--- config.mk ---
export PLATFORM = sky130hd
export DESIGN_NAME = sad_part_tree
export DESIGN_NICKNAME = d
export VERILOG_FILES = /design/src/rtl/sadt_pkg.sv /design/src/rtl/sadt_leaf.sv /design/src/rtl/sadt_mid.sv /design/src/rtl/sadt_upper.sv /design/src/rtl/sadt_out.sv /design/src/rtl/sad_part_tree.sv
export SDC_FILE = /design/constraint.sdc
export NUM_CORES = 2
export LEC_CHECK = 0
export ABC_AREA = 0
export BUFFER_PORTS_ARGS = -buffer_cell sky130_fd_sc_hd__buf_2
export CAP_MARGIN = 20
export CORE_UTILIZATION = 40
export CTS_BUF_LIST = sky130_fd_sc_hd__clkbuf_4
export DETAILED_ROUTE_END_ITERATION = 8
export PLACE_DENSITY_LB_ADDON = 0.1
export SLEW_MARGIN = 15
export SYNTH_ARGS = -nofsm -noshare
export SYNTH_HDL_FRONTEND = slang
export SYNTH_SLANG_ARGS = --single-unit
--- constraint.sdc ---
create_clock -name clk -period 0.8 [get_ports clk]
set_input_delay 0.12 -clock clk [delete_from_list [all_inputs] [get_ports clk]]
set_output_delay 0.12 -clock clk [all_outputs]
set_load 0.02 [all_outputs]
--- src/rtl/sadt_pkg.sv ---
package sadt_pkg;
  // element array geometry of one 16x16 unit
  localparam int PE_COLS       = 4;
  localparam int PE_ROWS       = 16;
  localparam int PE_NUM        = PE_COLS * PE_ROWS;
  // an 8x4 block spans two elements across and four rows
  localparam int WIDE_PE_X     = 2;
  localparam int WIDE_ROWS     = 4;
  localparam int WIDE_PER_BAND = PE_COLS / WIDE_PE_X;
  localparam int N_WIDE        = (PE_ROWS / WIDE_ROWS) * WIDE_PER_BAND;
  // a 4x8 block spans one element across and eight rows
  localparam int TALL_ROWS     = 8;
  localparam int TALL_PER_BAND = PE_COLS;
  localparam int N_TALL        = (PE_ROWS / TALL_ROWS) * TALL_PER_BAND;
  // quadrants
  localparam int QUAD_PER_BAND = 2;
  localparam int N_QUAD        = QUAD_PER_BAND * QUAD_PER_BAND;
  // register stages from valid_i to valid_o
  localparam int PIPE_LAT      = 4;

  // edges of the unit, used to index strips, halves and remainders
  typedef enum int {
    SIDE_TOP   = 0,
    SIDE_BOT   = 1,
    SIDE_LEFT  = 2,
    SIDE_RIGHT = 3
  } side_e;
  localparam int N_SIDE = 4;

  function automatic int pe_index(input int row, input int col);
    return row * PE_COLS + col;
  endfunction
endpackage

--- src/rtl/sadt_leaf.sv ---
// Stage 1: eight-element sums for every 8x4 and 4x8 block.
module sadt_leaf
  import sadt_pkg::*;
#(
  parameter int PE_W = 10
) (
  input  logic                          clk,
  input  logic                          en,
  input  logic [PE_NUM*PE_W-1:0]        pe_i,
  output logic [N_WIDE*(PE_W+3)-1:0]    wide_o,
  output logic [N_TALL*(PE_W+3)-1:0]    tall_o
);
  localparam int LW = PE_W + 3;

  for (genvar b = 0; b < N_WIDE; b++) begin : g_wide
    localparam int BAND = b / WIDE_PER_BAND;
    localparam int SIDE = b % WIDE_PER_BAND;
    logic [LW-1:0] sum_d;
    logic [LW-1:0] sum_q;

    always_comb begin
      sum_d = '0;
      for (int r = 0; r < WIDE_ROWS; r++) begin
        for (int k = 0; k < WIDE_PE_X; k++) begin
          sum_d = sum_d + LW'(pe_i[pe_index(BAND*WIDE_ROWS + r, SIDE*WIDE_PE_X + k)*PE_W +: PE_W]);
        end
      end
    end

    always_ff @(posedge clk) begin
      if (en) sum_q <= sum_d;
    end

    assign wide_o[b*LW +: LW] = sum_q;
  end

  for (genvar b = 0; b < N_TALL; b++) begin : g_tall
    localparam int BAND = b / TALL_PER_BAND;
    localparam int COL  = b % TALL_PER_BAND;
    logic [LW-1:0] sum_d;
    logic [LW-1:0] sum_q;

    always_comb begin
      sum_d = '0;
      for (int r = 0; r < TALL_ROWS; r++) begin
        sum_d = sum_d + LW'(pe_i[pe_index(BAND*TALL_ROWS + r, COL)*PE_W +: PE_W]);
      end
    end

    always_ff @(posedge clk) begin
      if (en) sum_q <= sum_d;
    end

    assign tall_o[b*LW +: LW] = sum_q;
  end
endmodule

--- src/rtl/sadt_mid.sv ---
// Stage 2: quadrants from stacked 8x4 pairs, edge strips from block pairs.
module sadt_mid
  import sadt_pkg::*;
#(
  parameter int PE_W = 10
) (
  input  logic                          clk,
  input  logic                          en,
  input  logic [N_WIDE*(PE_W+3)-1:0]    wide_i,
  input  logic [N_TALL*(PE_W+3)-1:0]    tall_i,
  output logic [N_WIDE*(PE_W+3)-1:0]    wide_o,
  output logic [N_TALL*(PE_W+3)-1:0]    tall_o,
  output logic [N_QUAD*(PE_W+4)-1:0]    quad_o,
  output logic [N_SIDE*(PE_W+4)-1:0]    strip_o
);
  localparam int LW = PE_W + 3;
  localparam int QW = PE_W + 4;

  logic [LW-1:0] wide_a  [N_WIDE];
  logic [LW-1:0] tall_a  [N_TALL];
  logic [QW-1:0] quad_d  [N_QUAD];
  logic [QW-1:0] quad_q  [N_QUAD];
  logic [QW-1:0] strip_d [N_SIDE];
  logic [QW-1:0] strip_q [N_SIDE];
  logic [N_WIDE*LW-1:0] wide_q;
  logic [N_TALL*LW-1:0] tall_q;

  for (genvar b = 0; b < N_WIDE; b++) begin : g_uw
    assign wide_a[b] = wide_i[b*LW +: LW];
  end
  for (genvar b = 0; b < N_TALL; b++) begin : g_ut
    assign tall_a[b] = tall_i[b*LW +: LW];
  end

  always_comb begin
    for (int q = 0; q < N_QUAD; q++) begin
      quad_d[q] = QW'(wide_a[(2*(q/QUAD_PER_BAND))*WIDE_PER_BAND + q%QUAD_PER_BAND])
                + QW'(wide_a[(2*(q/QUAD_PER_BAND)+1)*WIDE_PER_BAND + q%QUAD_PER_BAND]);
    end
    strip_d[SIDE_TOP]   = QW'(wide_a[0]) + QW'(wide_a[1]);
    strip_d[SIDE_BOT]   = QW'(wide_a[N_WIDE-2]) + QW'(wide_a[N_WIDE-1]);
    strip_d[SIDE_LEFT]  = QW'(tall_a[0]) + QW'(tall_a[TALL_PER_BAND]);
    strip_d[SIDE_RIGHT] = QW'(tall_a[TALL_PER_BAND-1]) + QW'(tall_a[N_TALL-1]);
  end

  always_ff @(posedge clk) begin
    if (en) begin
      wide_q  <= wide_i;
      tall_q  <= tall_i;
      quad_q  <= quad_d;
      strip_q <= strip_d;
    end
  end

  assign wide_o = wide_q;
  assign tall_o = tall_q;
  for (genvar q = 0; q < N_QUAD; q++) begin : g_pq
    assign quad_o[q*QW +: QW] = quad_q[q];
  end
  for (genvar s = 0; s < N_SIDE; s++) begin : g_ps
    assign strip_o[s*QW +: QW] = strip_q[s];
  end
endmodule

--- src/rtl/sadt_upper.sv ---
// Stage 3: half-unit rectangles from quadrant pairs; earlier sums delayed.
module sadt_upper
  import sadt_pkg::*;
#(
  parameter int PE_W = 10
) (
  input  logic                          clk,
  input  logic                          en,
  input  logic [N_WIDE*(PE_W+3)-1:0]    wide_i,
  input  logic [N_TALL*(PE_W+3)-1:0]    tall_i,
  input  logic [N_QUAD*(PE_W+4)-1:0]    quad_i,
  input  logic [N_SIDE*(PE_W+4)-1:0]    strip_i,
  output logic [N_WIDE*(PE_W+3)-1:0]    wide_o,
  output logic [N_TALL*(PE_W+3)-1:0]    tall_o,
  output logic [N_QUAD*(PE_W+4)-1:0]    quad_o,
  output logic [N_SIDE*(PE_W+4)-1:0]    strip_o,
  output logic [N_SIDE*(PE_W+5)-1:0]    half_o
);
  localparam int LW = PE_W + 3;
  localparam int QW = PE_W + 4;
  localparam int HW = PE_W + 5;

  logic [QW-1:0] quad_a [N_QUAD];
  logic [HW-1:0] half_d [N_SIDE];
  logic [HW-1:0] half_q [N_SIDE];
  logic [N_WIDE*LW-1:0] wide_q;
  logic [N_TALL*LW-1:0] tall_q;
  logic [N_QUAD*QW-1:0] quad_q;
  logic [N_SIDE*QW-1:0] strip_q;

  for (genvar q = 0; q < N_QUAD; q++) begin : g_uq
    assign quad_a[q] = quad_i[q*QW +: QW];
  end

  always_comb begin
    half_d[SIDE_TOP]   = HW'(quad_a[0]) + HW'(quad_a[1]);
    half_d[SIDE_BOT]   = HW'(quad_a[2]) + HW'(quad_a[3]);
    half_d[SIDE_LEFT]  = HW'(quad_a[0]) + HW'(quad_a[2]);
    half_d[SIDE_RIGHT] = HW'(quad_a[1]) + HW'(quad_a[3]);
  end

  always_ff @(posedge clk) begin
    if (en) begin
      wide_q  <= wide_i;
      tall_q  <= tall_i;
      quad_q  <= quad_i;
      strip_q <= strip_i;
      half_q  <= half_d;
    end
  end

  assign wide_o  = wide_q;
  assign tall_o  = tall_q;
  assign quad_o  = quad_q;
  assign strip_o = strip_q;
  for (genvar s = 0; s < N_SIDE; s++) begin : g_ph
    assign half_o[s*HW +: HW] = half_q[s];
  end
endmodule

--- src/rtl/sadt_out.sv ---
// Stage 4: whole-unit sum, asymmetric remainders, common output register.
module sadt_out
  import sadt_pkg::*;
#(
  parameter int PE_W = 10
) (
  input  logic                          clk,
  input  logic                          en,
  input  logic [N_WIDE*(PE_W+3)-1:0]    wide_i,
  input  logic [N_TALL*(PE_W+3)-1:0]    tall_i,
  input  logic [N_QUAD*(PE_W+4)-1:0]    quad_i,
  input  logic [N_SIDE*(PE_W+4)-1:0]    strip_i,
  input  logic [N_SIDE*(PE_W+5)-1:0]    half_i,
  output logic [N_WIDE*(PE_W+3)-1:0]    wide_o,
  output logic [N_TALL*(PE_W+3)-1:0]    tall_o,
  output logic [N_QUAD*(PE_W+4)-1:0]    quad_o,
  output logic [N_SIDE*(PE_W+4)-1:0]    strip_o,
  output logic [N_SIDE*(PE_W+5)-1:0]    half_o,
  output logic [N_SIDE*(PE_W+6)-1:0]    rest_o,
  output logic [PE_W+5:0]               full_o
);
  localparam int LW = PE_W + 3;
  localparam int QW = PE_W + 4;
  localparam int HW = PE_W + 5;
  localparam int FW = PE_W + 6;

  logic [FW-1:0] full_d;
  logic [FW-1:0] full_q;
  logic [FW-1:0] rest_d [N_SIDE];
  logic [FW-1:0] rest_q [N_SIDE];
  logic [N_WIDE*LW-1:0] wide_q;
  logic [N_TALL*LW-1:0] tall_q;
  logic [N_QUAD*QW-1:0] quad_q;
  logic [N_SIDE*QW-1:0] strip_q;
  logic [N_SIDE*HW-1:0] half_q;

  always_comb begin
    full_d = FW'(half_i[SIDE_TOP*HW +: HW]) + FW'(half_i[SIDE_BOT*HW +: HW]);
    // remainder after removing the strip on side s
    for (int s = 0; s < N_SIDE; s++) begin
      rest_d[s] = full_d - FW'(strip_i[s*QW +: QW]);
    end
  end

  always_ff @(posedge clk) begin
    if (en) begin
      wide_q  <= wide_i;
      tall_q  <= tall_i;
      quad_q  <= quad_i;
      strip_q <= strip_i;
      half_q  <= half_i;
      full_q  <= full_d;
      rest_q  <= rest_d;
    end
  end

  assign wide_o  = wide_q;
  assign tall_o  = tall_q;
  assign quad_o  = quad_q;
  assign strip_o = strip_q;
  assign half_o  = half_q;
  assign full_o  = full_q;
  for (genvar s = 0; s < N_SIDE; s++) begin : g_pr
    assign rest_o[s*FW +: FW] = rest_q[s];
  end
endmodule

--- src/rtl/sad_part_tree.sv ---
module sad_part_tree
  import sadt_pkg::*;
#(
  parameter int PE_W = 10
) (
  input  logic                        clk,
  input  logic                        rst_n,
  input  logic                        valid_i,
  input  logic [64*PE_W-1:0]          pe_sad_i,
  output logic                        valid_o,
  output logic [8*(PE_W+3)-1:0]       sad_8x4_o,
  output logic [8*(PE_W+3)-1:0]       sad_4x8_o,
  output logic [4*(PE_W+4)-1:0]       sad_8x8_o,
  output logic [2*(PE_W+5)-1:0]       sad_16x8_o,
  output logic [2*(PE_W+5)-1:0]       sad_8x16_o,
  output logic [PE_W+3:0]             sad_top4_o,
  output logic [PE_W+5:0]             sad_bot12_o,
  output logic [PE_W+5:0]             sad_top12_o,
  output logic [PE_W+3:0]             sad_bot4_o,
  output logic [PE_W+3:0]             sad_left4_o,
  output logic [PE_W+5:0]             sad_right12_o,
  output logic [PE_W+5:0]             sad_left12_o,
  output logic [PE_W+3:0]             sad_right4_o,
  output logic [PE_W+5:0]             sad_full_o
);
  localparam int LW = PE_W + 3;
  localparam int QW = PE_W + 4;
  localparam int HW = PE_W + 5;
  localparam int FW = PE_W + 6;

  // reset: asserted asynchronously, released on a clock edge
  logic [1:0] rst_sync_q;
  logic       rst_int_n;

  always_ff @(posedge clk or negedge rst_n) begin
    if (!rst_n) rst_sync_q <= '0;
    else        rst_sync_q <= {rst_sync_q[0], 1'b1};
  end
  assign rst_int_n = rst_sync_q[1];

  // valid pipeline: bit k enables stage k+1
  logic [PIPE_LAT-1:0] vld_d;
  logic [PIPE_LAT-1:0] vld_q;

  always_comb begin
    vld_d = {vld_q[PIPE_LAT-2:0], valid_i};
  end

  always_ff @(posedge clk or negedge rst_int_n) begin
    if (!rst_int_n) vld_q <= '0;
    else            vld_q <= vld_d;
  end

  logic [N_WIDE*LW-1:0] wide_1, wide_2, wide_3;
  logic [N_TALL*LW-1:0] tall_1, tall_2, tall_3;
  logic [N_QUAD*QW-1:0] quad_2, quad_3;
  logic [N_SIDE*QW-1:0] strip_2, strip_3, strip_4;
  logic [N_SIDE*HW-1:0] half_3, half_4;
  logic [N_SIDE*FW-1:0] rest_4;

  sadt_leaf #(.PE_W(PE_W)) u_leaf (
    .clk    (clk),
    .en     (valid_i),
    .pe_i   (pe_sad_i),
    .wide_o (wide_1),
    .tall_o (tall_1)
  );

  sadt_mid #(.PE_W(PE_W)) u_mid (
    .clk     (clk),
    .en      (vld_q[0]),
    .wide_i  (wide_1),
    .tall_i  (tall_1),
    .wide_o  (wide_2),
    .tall_o  (tall_2),
    .quad_o  (quad_2),
    .strip_o (strip_2)
  );

  sadt_upper #(.PE_W(PE_W)) u_upper (
    .clk     (clk),
    .en      (vld_q[1]),
    .wide_i  (wide_2),
    .tall_i  (tall_2),
    .quad_i  (quad_2),
    .strip_i (strip_2),
    .wide_o  (wide_3),
    .tall_o  (tall_3),
    .quad_o  (quad_3),
    .strip_o (strip_3),
    .half_o  (half_3)
  );

  sadt_out #(.PE_W(PE_W)) u_out (
    .clk     (clk),
    .en      (vld_q[2]),
    .wide_i  (wide_3),
    .tall_i  (tall_3),
    .quad_i  (quad_3),
    .strip_i (strip_3),
    .half_i  (half_3),
    .wide_o  (sad_8x4_o),
    .tall_o  (sad_4x8_o),
    .quad_o  (sad_8x8_o),
    .strip_o (strip_4),
    .half_o  (half_4),
    .rest_o  (rest_4),
    .full_o  (sad_full_o)
  );

  assign valid_o       = vld_q[PIPE_LAT-1];
  assign sad_16x8_o    = {half_4[SIDE_BOT*HW +: HW],   half_4[SIDE_TOP*HW +: HW]};
  assign sad_8x16_o    = {half_4[SIDE_RIGHT*HW +: HW], half_4[SIDE_LEFT*HW +: HW]};
  assign sad_top4_o    = strip_4[SIDE_TOP*QW +: QW];
  assign sad_bot4_o    = strip_4[SIDE_BOT*QW +: QW];
  assign sad_left4_o   = strip_4[SIDE_LEFT*QW +: QW];
  assign sad_right4_o  = strip_4[SIDE_RIGHT*QW +: QW];
  assign sad_bot12_o   = rest_4[SIDE_TOP*FW +: FW];
  assign sad_top12_o   = rest_4[SIDE_BOT*FW +: FW];
  assign sad_right12_o = rest_4[SIDE_LEFT*FW +: FW];
  assign sad_left12_o  = rest_4[SIDE_RIGHT*FW +: FW];
endmodule

==> results by group <==
STA
  • Final Hold Vio Count: 168
  • Setup-failing EPs final: 2474
  • Tcrit/Tclk final: 5.124
  • Max frequency: 0.2440 GHz
  • Slew margin rel.: 0.3846
  • RSZ-0062 raised after global routing: true
  • Final min period: 4099 ps
  • Clk_skew: 143.0 ps
  • Final Max Slew Viols: 0
  • Fin Hold WS: -931.3 ps
  • Worst-Margin Slew: 920.1 ps
  • Final WS setup: -3299 ps

Synth
  • Post-synth EDFFs: 1368
  • Async S/R FF share, synth: 0.004367
  • Yosys top cell area share: 0.4813
  • Sequential fraction of the synthesis area: 0.4830
  • Post-Syn Instances: 6585
  • Most frequent cell after synthesis: edfxtp_1
  • Post-Syn Area per Cell: 12.96 µm²
  • Post-synth top cells: 1368 x edfxtp_1, 1326 x inv_1, 801 x fa_1
  • Ranking of synthesized cells by area: edfxtp_1 48%, fa_1 19%, ha_1 9.7%
  • Synth Warn #: 0
  • Synthesized area: 85350 µm²
  • #FFs+latches synth: 1374
  • Syn nets: 8692
  • Dominant synthesized flop cell: edfxtp_1
  • Leading area contributor after synthesis: edfxtp_1
  • Netlist cell types: 73

Clock tree
  • Skew-Pair Late Insertion Delay: 1350 ps
  • Largest buffer count on any clock path: 4
  • Root buffer cell: clkbuf_4
  • CTS Sinks: 1374
  • Post-CTS Hold Buffers: 5
  • CTS H-tree lvls: 5
  • CTS buffer count: 369
  • Clock transition at path regs: 70 ps
  • CTS tree: done

Detailed routing
  • Number of DRC markers in iteration 0: 3974
  • Post-route ant nets: 0
  • Wire per inst: 22.99 µm
  • Drt pass-1 iters: 9
  • Avg Vias per Cell: 4.827
  • Routed vias: 63543
  • Routed wire length: 302700 µm
  • DRC Markers: 232

GRT
  • Total GRT Usage: 0.2792
  • Grt ovf: 0
  • Vias in the first global route: 66021
  • Global-route wire length before repair: 431900 µm
  • Initial antenna violation count: 45
  • Pin count of the biggest net entering global routing: 49

Setup path
  • Type of origin of the critical path: input port
  • Crit Reg-Reg Endpoint: u_out.rest_o[14]$_DFFE_PP_
  • WP data required: 1850 ps
  • Crit-path max FO: 3
  • Endpoint type of the worst setup path: flip-flop
  • Worst Reg-to-Reg Cells: 17
  • Worst Path Arrival: 5150 ps
  • FF-to-FF Start: u_upper.half_o[0]$_DFFE_PP_
  • Crit Path Class: input port to flip-flop
  • Critical Path Sink: u_leaf.g_tall[2].sum_q[11]$_DFFE_PP_
  • Crit. Startpoint: pe_sad_i[20]
  • Flop2flop setup slack: -3140 ps

Finish
  • Fill cells: 18170
  • Fin nets: 12183
  • Share of cells above drive strength 1: 0.4373
  • P&R area growth vs syn: 41.41%

Placed design
  • Final HPWL DP: 256900 µm
  • Routability cong.: 0.9700
  • Pre-CTS setup slack: -5337 ps
  • Port bufs: 1103

Hold path
  • HP Class: input port to flip-flop

Floorplanning
  • Die area: 215200 µm²
  • Die width: 463.9 µm
  • Rows: 169
  • Ports: 1104
  • Core ar.: 212100 µm²
  • Initial core utilization: 0.4024
  • Chip Height: 463.9 µm

Status
  • Status: finished with violations
  • Failing checks: design-rule violations, negative hold slack, negative setup slack

Flow run
  • Max-cap violations: 0
## area by class of cell
type | instances | area (µm²) | area share
Sequential cell | 1374 | 41240 | 0.3417
Inverter | 1326 | 4977 | 0.04124
Timing Repair Buffer | 3128 | 22290 | 0.1847
Clock buffer | 511 | 3836 | 0.03178
Tap cell | 2821 | 3530 | 0.02924
Multi-Input combinational cell | 3877 | 44180 | 0.3660
Antenna cell | 18 | 45.04 | 0.0003732
Clock inverter | 110 | 599.3 | 0.004965
## routing by layer
metal	routed length, µm	global-route usage	up-vias	part of all wire
li1	-	-	29772	-
met1	133400	0.3795	31443	0.44
met2	141800	0.4496	1910	0.47
met3	15980	0.04636	390	0.053
met4	11320	0.1025	28	0.037
met5	175	0	-	0.00058
## what timing repair did
action,CTS,global route
buffers inserted,81,56
cloned,0,0
hold endpoints to repair,419,188
pin swaps,382,368
setup endpoints to repair,2269,2499
resized for setup,778,468
## registers in the layout (all words and copies together) (netlist names)
| name | flops |
|---|---|
| u_leaf.g_tall.sum_q | 104 |
| u_leaf.g_wide.sum_q | 104 |
| u_mid.tall_o | 104 |
| u_mid.wide_o | 104 |
| u_out.tall_o | 104 |
| u_out.wide_o | 104 |
| u_upper.tall_o | 104 |
| u_upper.wide_o | 104 |
| u_out.rest_o | 64 |
| u_out.half_o | 60 |
| u_upper.half_o | 60 |
| u_mid.quad_o | 56 |
| u_mid.strip_o | 56 |
| u_out.quad_o | 56 |
| u_out.strip_o | 56 |
| u_upper.quad_o | 56 |
| u_upper.strip_o | 56 |
| u_out.full_o | 16 |
| vld_q | 4 |
| rst_sync_q | 2 |
## worst max-delay path, cell delays in order
cell	delay [ps]
buf_8	100
ha_4	160
fa_2	340
a21o_1	200
a21oi_2	160
nor2b_1	80
o21a_1	210
buf_6	130
o41ai_4	240
buf_4	190
xnor2_2	60
fa_1	470
inv_1	50
fa_2	520
fa_2	440
fa_2	540
inv_2	40
ha_4	190
nor3_4	140
o211ai_1	120
buf_4	190
a31o_4	230
a21oi_2	130
xnor2_1	80
## stage by stage
step / instance area (µm²) / hold slack [ps] / setup TNS (ps) / util / cells
after floorplan: 85410 / -175.6 / -5636940 / - / 6585
after global placement: 109600 / -93.62 / -1756900 / 0.5167 / 12414
after detailed placement: 109600 / -91.46 / -1762560 / 0.5167 / 12414
after CTS: 118300 / -1120 / -2115160 / 0.5576 / 13103
after global routing: 120700 / -1098 / -2223640 / 0.5690 / 13155
final: 120700 / -931.3 / -2079410 / 0.5691 / 13165
## kinds of logic (layout without fill, tap and decap cells)
logic type      Yosys count  in the layout  share of synthesized area
flops                  1374           1374                     0.4830
buf+inv                1334           5075                    0.05884
xor+xnor                416            416                    0.04269
mux                       3              3                  0.0003665
compound gates          969            969                    0.07492
other cells               1             19                 0.00004394
fa+ha+maj              1464           1464                     0.2851
simple gates           1024           1024                    0.05503
## how the worst min path moves through the flow
stage                  start                                   to  depth (start not counted)
2_1_floorplan          rst_n              rst_sync_q[0]$_DFF_PN0_                          0
3_3_place_gp           rst_n              rst_sync_q[0]$_DFF_PN0_                          1
3_5_place_dp           rst_n              rst_sync_q[0]$_DFF_PN0_                          1
4_1_cts        pe_sad_i[610]  u_leaf.g_tall[5].sum_q[0]$_DFFE_PP_                          2
5_1_grt        pe_sad_i[610]  u_leaf.g_tall[5].sum_q[0]$_DFFE_PP_                          2
6_report       pe_sad_i[610]  u_leaf.g_tall[5].sum_q[0]$_DFFE_PP_                          2
## cell usage in the layout, fill, tap and decap left out, types with 68 or more instances in the layout
master,n
buf_4,1858
fa_1,757
clkbuf_4,511
a21oi_1,137
o21ai_0,122
ha_4,114
buf_6,122
buf_12,68
edfxtp_1,1368
ha_1,546
inv_1,1246
nor3_1,119
a21oi_2,92
nand2_1,191
o21a_1,87
a21o_1,87
buf_2,1057
inv_2,83
clkinv_1,77
xnor2_1,269
nor2_1,297
Power is not shown: default switching activity piles up to over one toggle a cycle in this logic, so the estimate is an artifact.
